--- src/rtl/nvg_pkg.sv ---
package nvg_pkg;

  // Region selected by the two top address bits.
  typedef enum logic [1:0] {
    REG_LATCH  = 2'b00,
    REG_STROBE = 2'b01,
    REG_PRI    = 2'b10,
    REG_SEC    = 2'b11
  } region_e;

  // Fixed roles inside the latch bank.
  localparam int EN_IDX   = 0;
  localparam int BANK_IDX = 1;
  localparam int ID_IDX   = 2;

  // Strobes from control to datapath.
  typedef struct packed {
    logic    priWe;
    logic    secWe;
    logic    rdEn;
    region_e rdRegion;
  } dpStrobes_t;

endpackage

--- src/rtl/nvg_ctrl.sv ---
module nvg_ctrl
  import nvg_pkg::*;
#(
  parameter int          ADDR_W    = 12,
  parameter int          LATCH_NUM = 8,
  parameter int          PRI_DEPTH = 256,
  parameter int          SEC_DEPTH = 64,
  parameter logic [7:0]  ID_RESET  = 8'hA0
) (
  input  logic                         clk,
  input  logic                         rst,
  input  logic                         busSel,
  input  logic                         busWrite,
  input  logic [ADDR_W-1:0]            busAddr,
  input  logic [7:0]                   wrByte,
  output dpStrobes_t                   strobes,
  output logic [$clog2(PRI_DEPTH)-1:0] priIdx,
  output logic [$clog2(SEC_DEPTH)-1:0] secIdx,
  output logic [7:0]                   latchRdata,
  output logic [1:0]                   romBank,
  output logic                         blockedPulse,
  output logic [ADDR_W-1:0]            blockedAddr
);

  localparam int LIDX_W = $clog2(LATCH_NUM);
  localparam int PIDX_W = $clog2(PRI_DEPTH);
  localparam int SIDX_W = $clog2(SEC_DEPTH);
  localparam int OFS_W  = ADDR_W - 2;

  region_e           region;
  logic              wrReq;
  logic              rdReq;
  logic              priAttempt;
  logic              secAttempt;
  logic              strobeHit;
  logic              latchWr;
  logic              priAllow;
  logic              secAllow;
  logic              enableBit;
  logic              locked;
  logic [LIDX_W-1:0] lidx;
  logic [7:0]        latchQ [LATCH_NUM];

  // ---------------- decode ----------------
  always_comb begin
    region     = region_e'(busAddr[ADDR_W-1 -: 2]);
    wrReq      = busSel && busWrite;
    rdReq      = busSel && !busWrite;
    lidx       = busAddr[LIDX_W-1:0];
    priIdx     = busAddr[PIDX_W-1:0];
    secIdx     = busAddr[SIDX_W-1:0];
    priAttempt = wrReq && (region == REG_PRI);
    secAttempt = wrReq && (region == REG_SEC);
    latchWr    = wrReq && (region == REG_LATCH);
    strobeHit  = wrReq && (region == REG_STROBE) && (busAddr[OFS_W-1:0] == '0);
  end

  // ---------------- guard ----------------
  assign enableBit = latchQ[EN_IDX][0];
  assign priAllow  = enableBit && !locked;
  assign secAllow  = enableBit;

  always_comb begin
    strobes.priWe    = priAttempt && priAllow;
    strobes.secWe    = secAttempt && secAllow;
    strobes.rdEn     = rdReq;
    strobes.rdRegion = region;
  end

  // Unlock token: locked = 1 means disarmed.
  always_ff @(posedge clk) begin
    if (rst)             locked <= 1'b1;
    else if (strobeHit)  locked <= 1'b0;
    else if (priAttempt) locked <= 1'b1;
  end

  // ---------------- latch bank ----------------
  for (genvar i = 0; i < LATCH_NUM; i++) begin : g_latch
    localparam logic [7:0] MASK = (i == EN_IDX)   ? 8'h01 :
                                  (i == BANK_IDX) ? 8'h03 : 8'hFF;
    localparam logic [7:0] RVAL = (i == ID_IDX)   ? ID_RESET : 8'h00;
    always_ff @(posedge clk) begin
      if (rst)
        latchQ[i] <= RVAL;
      else if (latchWr && (lidx == LIDX_W'(i)))
        latchQ[i] <= wrByte & MASK;
    end
  end

  assign latchRdata = latchQ[lidx];
  assign romBank    = latchQ[BANK_IDX][1:0];

  // ---------------- refused-write report ----------------
  always_ff @(posedge clk) begin
    if (rst) begin
      blockedPulse <= 1'b0;
      blockedAddr  <= '0;
    end else begin
      blockedPulse <= (priAttempt && !priAllow) || (secAttempt && !secAllow);
      if ((priAttempt && !priAllow) || (secAttempt && !secAllow))
        blockedAddr <= busAddr;
    end
  end

  // ---------------- assertions ----------------
  p_relock_r3: assert property (@(posedge clk) disable iff (rst)
    priAttempt |=> locked);

  p_unlock_r7: assert property (@(posedge clk) disable iff (rst)
    strobeHit |=> !locked);

  p_en_bit0_r4: assert property (@(posedge clk) disable iff (rst)
    (latchWr && (lidx == LIDX_W'(EN_IDX))) |=> (enableBit == $past(wrByte[0])));

  p_bank_out_r8: assert property (@(posedge clk) disable iff (rst)
    (latchWr && (lidx == LIDX_W'(BANK_IDX))) |=> (romBank == $past(wrByte[1:0])));

  p_blocked_src_r10: assert property (@(posedge clk) disable iff (rst)
    blockedPulse |-> $past(wrReq));

  p_no_guarded_write_r2: assert property (@(posedge clk) disable iff (rst)
    (priAttempt && locked) |=> !$past(strobes.priWe));

endmodule

--- src/rtl/nvg_datapath.sv ---
module nvg_datapath
  import nvg_pkg::*;
#(
  parameter int PRI_DEPTH = 256,
  parameter int SEC_DEPTH = 64
) (
  input  logic                         clk,
  input  logic                         rst,
  input  dpStrobes_t                   strobes,
  input  logic [$clog2(PRI_DEPTH)-1:0] priIdx,
  input  logic [$clog2(SEC_DEPTH)-1:0] secIdx,
  input  logic [31:0]                  busWdata,
  input  logic [3:0]                   busBe,
  input  logic [7:0]                   latchRdata,
  output logic [31:0]                  rdata,
  output logic                         rvalid
);

  localparam int LANES = 4;

  logic [7:0]  priMem [PRI_DEPTH];
  logic [31:0] secRd;

  // Primary byte array: byte lane 0 only.
  always_ff @(posedge clk) begin
    if (strobes.priWe)
      priMem[priIdx] <= busWdata[7:0];
  end

  // Secondary word array, one bank per byte lane.
  for (genvar b = 0; b < LANES; b++) begin : g_lane
    logic [7:0] laneMem [SEC_DEPTH];
    always_ff @(posedge clk) begin
      if (strobes.secWe && busBe[b])
        laneMem[secIdx] <= busWdata[8*b +: 8];
    end
    assign secRd[8*b +: 8] = laneMem[secIdx];
  end

  // Registered read return, fixed one-cycle latency.
  always_ff @(posedge clk) begin
    if (rst) begin
      rvalid <= 1'b0;
      rdata  <= '0;
    end else begin
      rvalid <= strobes.rdEn;
      if (strobes.rdEn) begin
        case (strobes.rdRegion)
          REG_LATCH:  rdata <= {24'h000000, latchRdata};
          REG_STROBE: rdata <= '0;
          REG_PRI:    rdata <= {24'hFFFFFF, priMem[priIdx]};
          default:    rdata <= secRd;
        endcase
      end
    end
  end

  // ---------------- assertions ----------------
  p_rd_latency_r12: assert property (@(posedge clk) disable iff (rst)
    strobes.rdEn |=> rvalid);

  p_no_spurious_rd_r12: assert property (@(posedge clk) disable iff (rst)
    rvalid |-> $past(strobes.rdEn));

  p_pri_pad_r6: assert property (@(posedge clk) disable iff (rst)
    (rvalid && $past(strobes.rdRegion == REG_PRI)) |-> (rdata[31:8] == 24'hFFFFFF));

  p_one_write_r2: assert property (@(posedge clk) disable iff (rst)
    !(strobes.priWe && strobes.secWe));

endmodule

--- src/rtl/nvram_guard.sv ---
module nvram_guard
  import nvg_pkg::*;
#(
  parameter int         ADDR_W    = 12,
  parameter int         LATCH_NUM = 8,
  parameter int         PRI_DEPTH = 256,
  parameter int         SEC_DEPTH = 64,
  parameter logic [7:0] ID_RESET  = 8'hA0
) (
  input  logic              clk,
  input  logic              rst,
  input  logic              busSel,
  input  logic              busWrite,
  input  logic [ADDR_W-1:0] busAddr,
  input  logic [31:0]       busWdata,
  input  logic [3:0]        busBe,
  output logic [31:0]       rdata,
  output logic              rvalid,
  output logic [1:0]        romBank,
  output logic              blockedPulse,
  output logic [ADDR_W-1:0] blockedAddr
);

  localparam int PIDX_W = $clog2(PRI_DEPTH);
  localparam int SIDX_W = $clog2(SEC_DEPTH);

  dpStrobes_t        strobes;
  logic [PIDX_W-1:0] priIdx;
  logic [SIDX_W-1:0] secIdx;
  logic [7:0]        latchRdata;

  nvg_ctrl #(
    .ADDR_W    (ADDR_W),
    .LATCH_NUM (LATCH_NUM),
    .PRI_DEPTH (PRI_DEPTH),
    .SEC_DEPTH (SEC_DEPTH),
    .ID_RESET  (ID_RESET)
  ) i_ctrl (
    .clk          (clk),
    .rst          (rst),
    .busSel       (busSel),
    .busWrite     (busWrite),
    .busAddr      (busAddr),
    .wrByte       (busWdata[7:0]),
    .strobes      (strobes),
    .priIdx       (priIdx),
    .secIdx       (secIdx),
    .latchRdata   (latchRdata),
    .romBank      (romBank),
    .blockedPulse (blockedPulse),
    .blockedAddr  (blockedAddr)
  );

  nvg_datapath #(
    .PRI_DEPTH (PRI_DEPTH),
    .SEC_DEPTH (SEC_DEPTH)
  ) i_dp (
    .clk        (clk),
    .rst        (rst),
    .strobes    (strobes),
    .priIdx     (priIdx),
    .secIdx     (secIdx),
    .busWdata   (busWdata),
    .busBe      (busBe),
    .latchRdata (latchRdata),
    .rdata      (rdata),
    .rvalid     (rvalid)
  );

endmodule

--- config.mk ---
export PLATFORM = sky130hd
export DESIGN_NAME = nvram_guard
export DESIGN_NICKNAME = d
export VERILOG_FILES = /design/src/rtl/nvg_pkg.sv /design/src/rtl/nvg_ctrl.sv /design/src/rtl/nvg_datapath.sv /design/src/rtl/nvram_guard.sv
export SDC_FILE = /design/constraint.sdc
export NUM_CORES = 2
export LEC_CHECK = 0
export BUFFER_PORTS_ARGS = -buffer_cell sky130_fd_sc_hd__buf_2
export CORE_MARGIN = 4
export CORE_UTILIZATION = 60
export CTS_BUF_LIST = sky130_fd_sc_hd__clkbuf_16
export CTS_CLUSTER_DIAMETER = 50
export CTS_CLUSTER_SIZE = 30
export DETAILED_ROUTE_END_ITERATION = 6
export PLACE_DENSITY = 0.78
export SYNTH_ARGS = -nofsm -noshare
export SYNTH_HDL_FRONTEND = slang
export SYNTH_MEMORY_MAX_BITS = 65536
export SYNTH_SLANG_ARGS = --single-unit
--- constraint.sdc ---
create_clock -name clk -period 5.6 [get_ports clk]
set_clock_uncertainty 0.1 [all_clocks]
set_input_delay 1.68 -clock clk [delete_from_list [all_inputs] [get_ports clk]]
set_output_delay 1.68 -clock clk [all_outputs]
set_load 0.01 [all_outputs]
==> implementation parameters <==
Parameter                              Value

Status
  Status ... finished, violations left
  Failing checks ... DRC

Logic synthesis
  Number of warnings reported in the yosys synthesis log ... 0
  Biggest area consumer among synthesized cells ... sky130_fd_sc_hd__edfxtp_1
  Most used flip-flop cell after synthesis ... sky130_fd_sc_hd__edfxtp_1
  Cell types occupying the most area after synthesis ... sky130_fd_sc_hd__edfxtp_1, sky130_fd_sc_hd__mux4_2, sky130_fd_sc_hd__nor3_1
  Adder and majority cell fraction of the synthesized area ... 0%
  Number of different library cells in the post-synthesis netlist ... 47
  Mapped cell area ... 162000 µm²
  Mapped Nets ... 7170
  Mapped Avg Cell Area ... 22.8 µm²
  Proportion of synthesized area in mux cells ... 17.7%
  Asr flop ratio synth ... 0%
  Most used standard cell by instance count after synthesis ... sky130_fd_sc_hd__edfxtp_1
  Main combinational cell family by area after synthesis ... multiplexers
  Compound-gate portion of the synthesized area ... 1.26%
  Xor/xnor share of the synthesized area ... 0%
  Gate count of the mapped netlist ... 7118
  Number of register bits inferred by synthesis ... 4194
  Seq/Total Area, Yosys ... 77.4%
  Post-synth EDFFs ... 4147
  Leading post-synthesis cells by instance count ... sky130_fd_sc_hd__edfxtp_1, sky130_fd_sc_hd__mux4_2, sky130_fd_sc_hd__nor2_1
  Synth Area in Simple Gates ... 2.39%
  Share of the synthesized area in the top cell type ... 76.8%

Setup path
  Critical path endpoint category ... register
  Cells on worst reg2reg path ... 8
  R2r endpoint ... i_dp.rdata[7]
  Crit Reg-Reg Startpoint ... i_dp.priMem[198][7]
  Setup crit start kind ... primary input
  Peak fanout along the critical path ... 30
  Critical Path, Cell by Cell ... buf_4 > buf_4 > nand2_1 > a21oi_1 > nor4_1 > o22ai_1 > nor2_1 > buf_4 > o21ai_1
  Worst path max stage delay ... 910 ps
  Setup slack of the worst register-to-register path ... 2390 ps
  Category of the critical setup timing path ... in2reg
  Slowest-stage cell, CP ... sky130_fd_sc_hd__a21oi_1
  Cell repeated most along the worst path ... sky130_fd_sc_hd__buf_4
  Worst endpoint data arrival time ... 5210 ps
  Crit path required time ... 6350 ps

Detailed routing
  Total wire length ... 440000 µm
  Number of design-rule violations left by the first detailed-router iteration ... 14900
  DRC violation count after routing ... 303
  Routed vias/inst ... 7.10
  Routed WL per cell ... 37.3 µm
  DR vias ... 83800
  Number of search-and-repair iterations in the first detailed-routing pass ... 7
  Antenna violation net count after detailed routing ... 0

STA
  Final total negative setup slack ... 0 ps
  Fin Hold WS ... 375 ps
  Final critical delay including setup and external delays ... 4460 ps
  Unrepaired setup endpoints after global routing ... false
  Final Max Slew Viols ... 0
  Fmax ... 0.224 GHz
  Final Cycle Share ... 79.7%
  Transition time of the tightest slew-check pin ... 1440 ps
  Number of failing setup endpoints in the final timing report ... 0
  Total count of hold-check failures in the final report ... 0
  Relative slew margins ... 3.44%

Worst hold path
  Number of cells traversed by the worst hold path ... 2
  Launch point of the worst hold path ... i_ctrl.blockedAddr[11]
  End point of the worst hold path ... i_ctrl.blockedAddr[11]
  Hold/Removal Path Class ... reg2reg

Finish
  Util after Layout ... 68.5%
  Fraction of final layout cells with drive strength greater than 1 ... 33.9%
  Layout overhead on the synthesized area ... 13.5%
  Total of fill cells in the finished design ... 15100
  Net count, final ... 7980
  Number of standard cells in the layout, taps in and fillers out ... 11800

Global routing
  Antenna violations before repair ... 41
  Total congestion overflow ... 0
  Number of global-route vias before repair ... 83600
  Aggregate global-route resource usage ... 31.8%
  First-pass GRT wire length ... 628000 µm
  Pin count of the biggest net entering global routing ... 168

Clock tree
  Clock Sinks ... 4194
  Clock Tree Root ... sky130_fd_sc_hd__clkbuf_16
  Number of H-tree levels ... 5
  Worst-path clk slew ... 70 ps
  Later-pin clock latency in the skew report ... 930 ps
  Clock tree buffer depth ... 4
  CTS Hold Buffers Added ... 0
  Post-CTS Resized ... 0
  Post-CTS Setup Inserts ... 0
  Clock tree from TritonCTS ... built
  Clock buffer count from CTS ... 332

Placed design
  Port bufs ... 99
  Sum of net half-perimeters after detailed placement ... 261000 µm
  Routability congestion estimate ... 0.891
  Number of placed instances, taps included ... 11100

Floorplanning
  Core region area ... 268000 µm²
  Height of the die ... 528 µm
  Floorplan die width ... 528 µm
  Total die area ... 279000 µm²
  Cell Rows ... 190
  Initial standard-cell utilization of the core ... 60.4%
  Top-level I/O count ... 100

Flow run
  Max-cap check violation count ... 0

Power
  Pwr Density ... 340 nW/µm²
  Pleak ... 57.8 nW
  Worst vdd ir ... 0.000334 V
-- routing by layer --
layer	global-route usage, %	routed length (µm)	vias up
met1	42.7	143000	43200
li1	-	-	32000
met2	49.1	211000	7316
met3	9.23	61600	1256
met5	0.139	229	-
met4	14.9	24400	28
-- layout by cell type (no fill, tap or decap), drive strengths merged, types with 4 or more instances in the layout --
cell and instances:
mux4 1229, or2 4, mux2 7, edfxtp 4147, nor3b 7, mux2i 90
clkbuf 333, nor3 268, o21ai 49, clkinv 113, nor2 306, nand2b 29
nor4 21, dfxtp 47, inv 147, o211ai 12, a21o 7, o221ai 5
a221oi 7, diode 43, o22ai 29, clkinvlp 20, bufinv 7, a22oi 112
buf 929, a21oi 71, and2 46, o21bai 6, nand2 52, nand3 69
nor2b 14, a31oi 11
-- cell type report --
class | instances | area [µm²] | area share, %
clock inverters | 285 | 3350 | 1.82
inverters | 2 | 7.51 | 0.00408
flip-flops and latches | 4194 | 125000 | 68.2
repair buffers | 929 | 7610 | 4.13
clock buffers | 333 | 8330 | 4.53
well taps | 3552 | 4440 | 2.42
diodes | 43 | 108 | 0.0585
multi-input cells | 2469 | 34700 | 18.8
-- critical path, delay by kind of cell --
family                 cells  cell delay [ps]
AO/OA/AOI/OAI              3             1430
buffers and inverters      3             1140
AND/OR/NAND/NOR            3              910
-- metrics by stage --
step | worst slack, ps | instance area [µm²] | power (mW)
after detailed placement | 394 | 172000 | 38.2
after global placement | 393 | 172000 | 38.2
final | 1140 | 184000 | 62.6
after global routing | 1150 | 184000 | 64.2
after floorplan | 932 | 162000 | 36.8
after CTS | 1260 | 184000 | 62.6
-- worst max path at each step --
stage	start	to	slack [ps]	cells past startpoint
6_report	busAddr[5]	i_dp.rdata[1]	1140	9
2_1_floorplan	busAddr[0]	i_dp.priMem[193][0]	930	11
3_5_place_dp	busAddr[1]	i_dp.rdata[3]	390	9
3_3_place_gp	busAddr[0]	i_dp.rdata[1]	390	11
4_1_cts	busAddr[1]	i_dp.rdata[1]	1260	12
5_1_grt	busAddr[0]	i_dp.rdata[6]	1150	10
-- power breakdown --
part	switching, mW	internal (mW)	leakage (nW)
Combinational	1.94	1.19	14.5
Sequential	0.0282	34.5	37.7
Clock	12.8	12.2	5.69
Total	14.8	47.8	57.8
-- sequential cells by signal, summed over array words and instances, names as in the netlist --
signal and flops:
i_ctrl.blockedAddr 12, i_ctrl.blockedPulse 1, i_ctrl.latchQ 51, i_ctrl.locked 1, i_dp.g_lane.laneMem 2048, i_dp.priMem 2048, i_dp.rdata 32, i_dp.rvalid 1
-- kinds of logic (layout without fill, tap and decap cells) --
logic type | count (synthesis) | after routing
buffers and inverters | 455 | 1549
AO/OA/AOI/OAI | 316 | 316
flip-flops | 4194 | 4194
multiplexers | 1326 | 1326
other | 0 | 43
AND/OR/NAND/NOR | 827 | 827
Power figures use the tool's default switching activity.
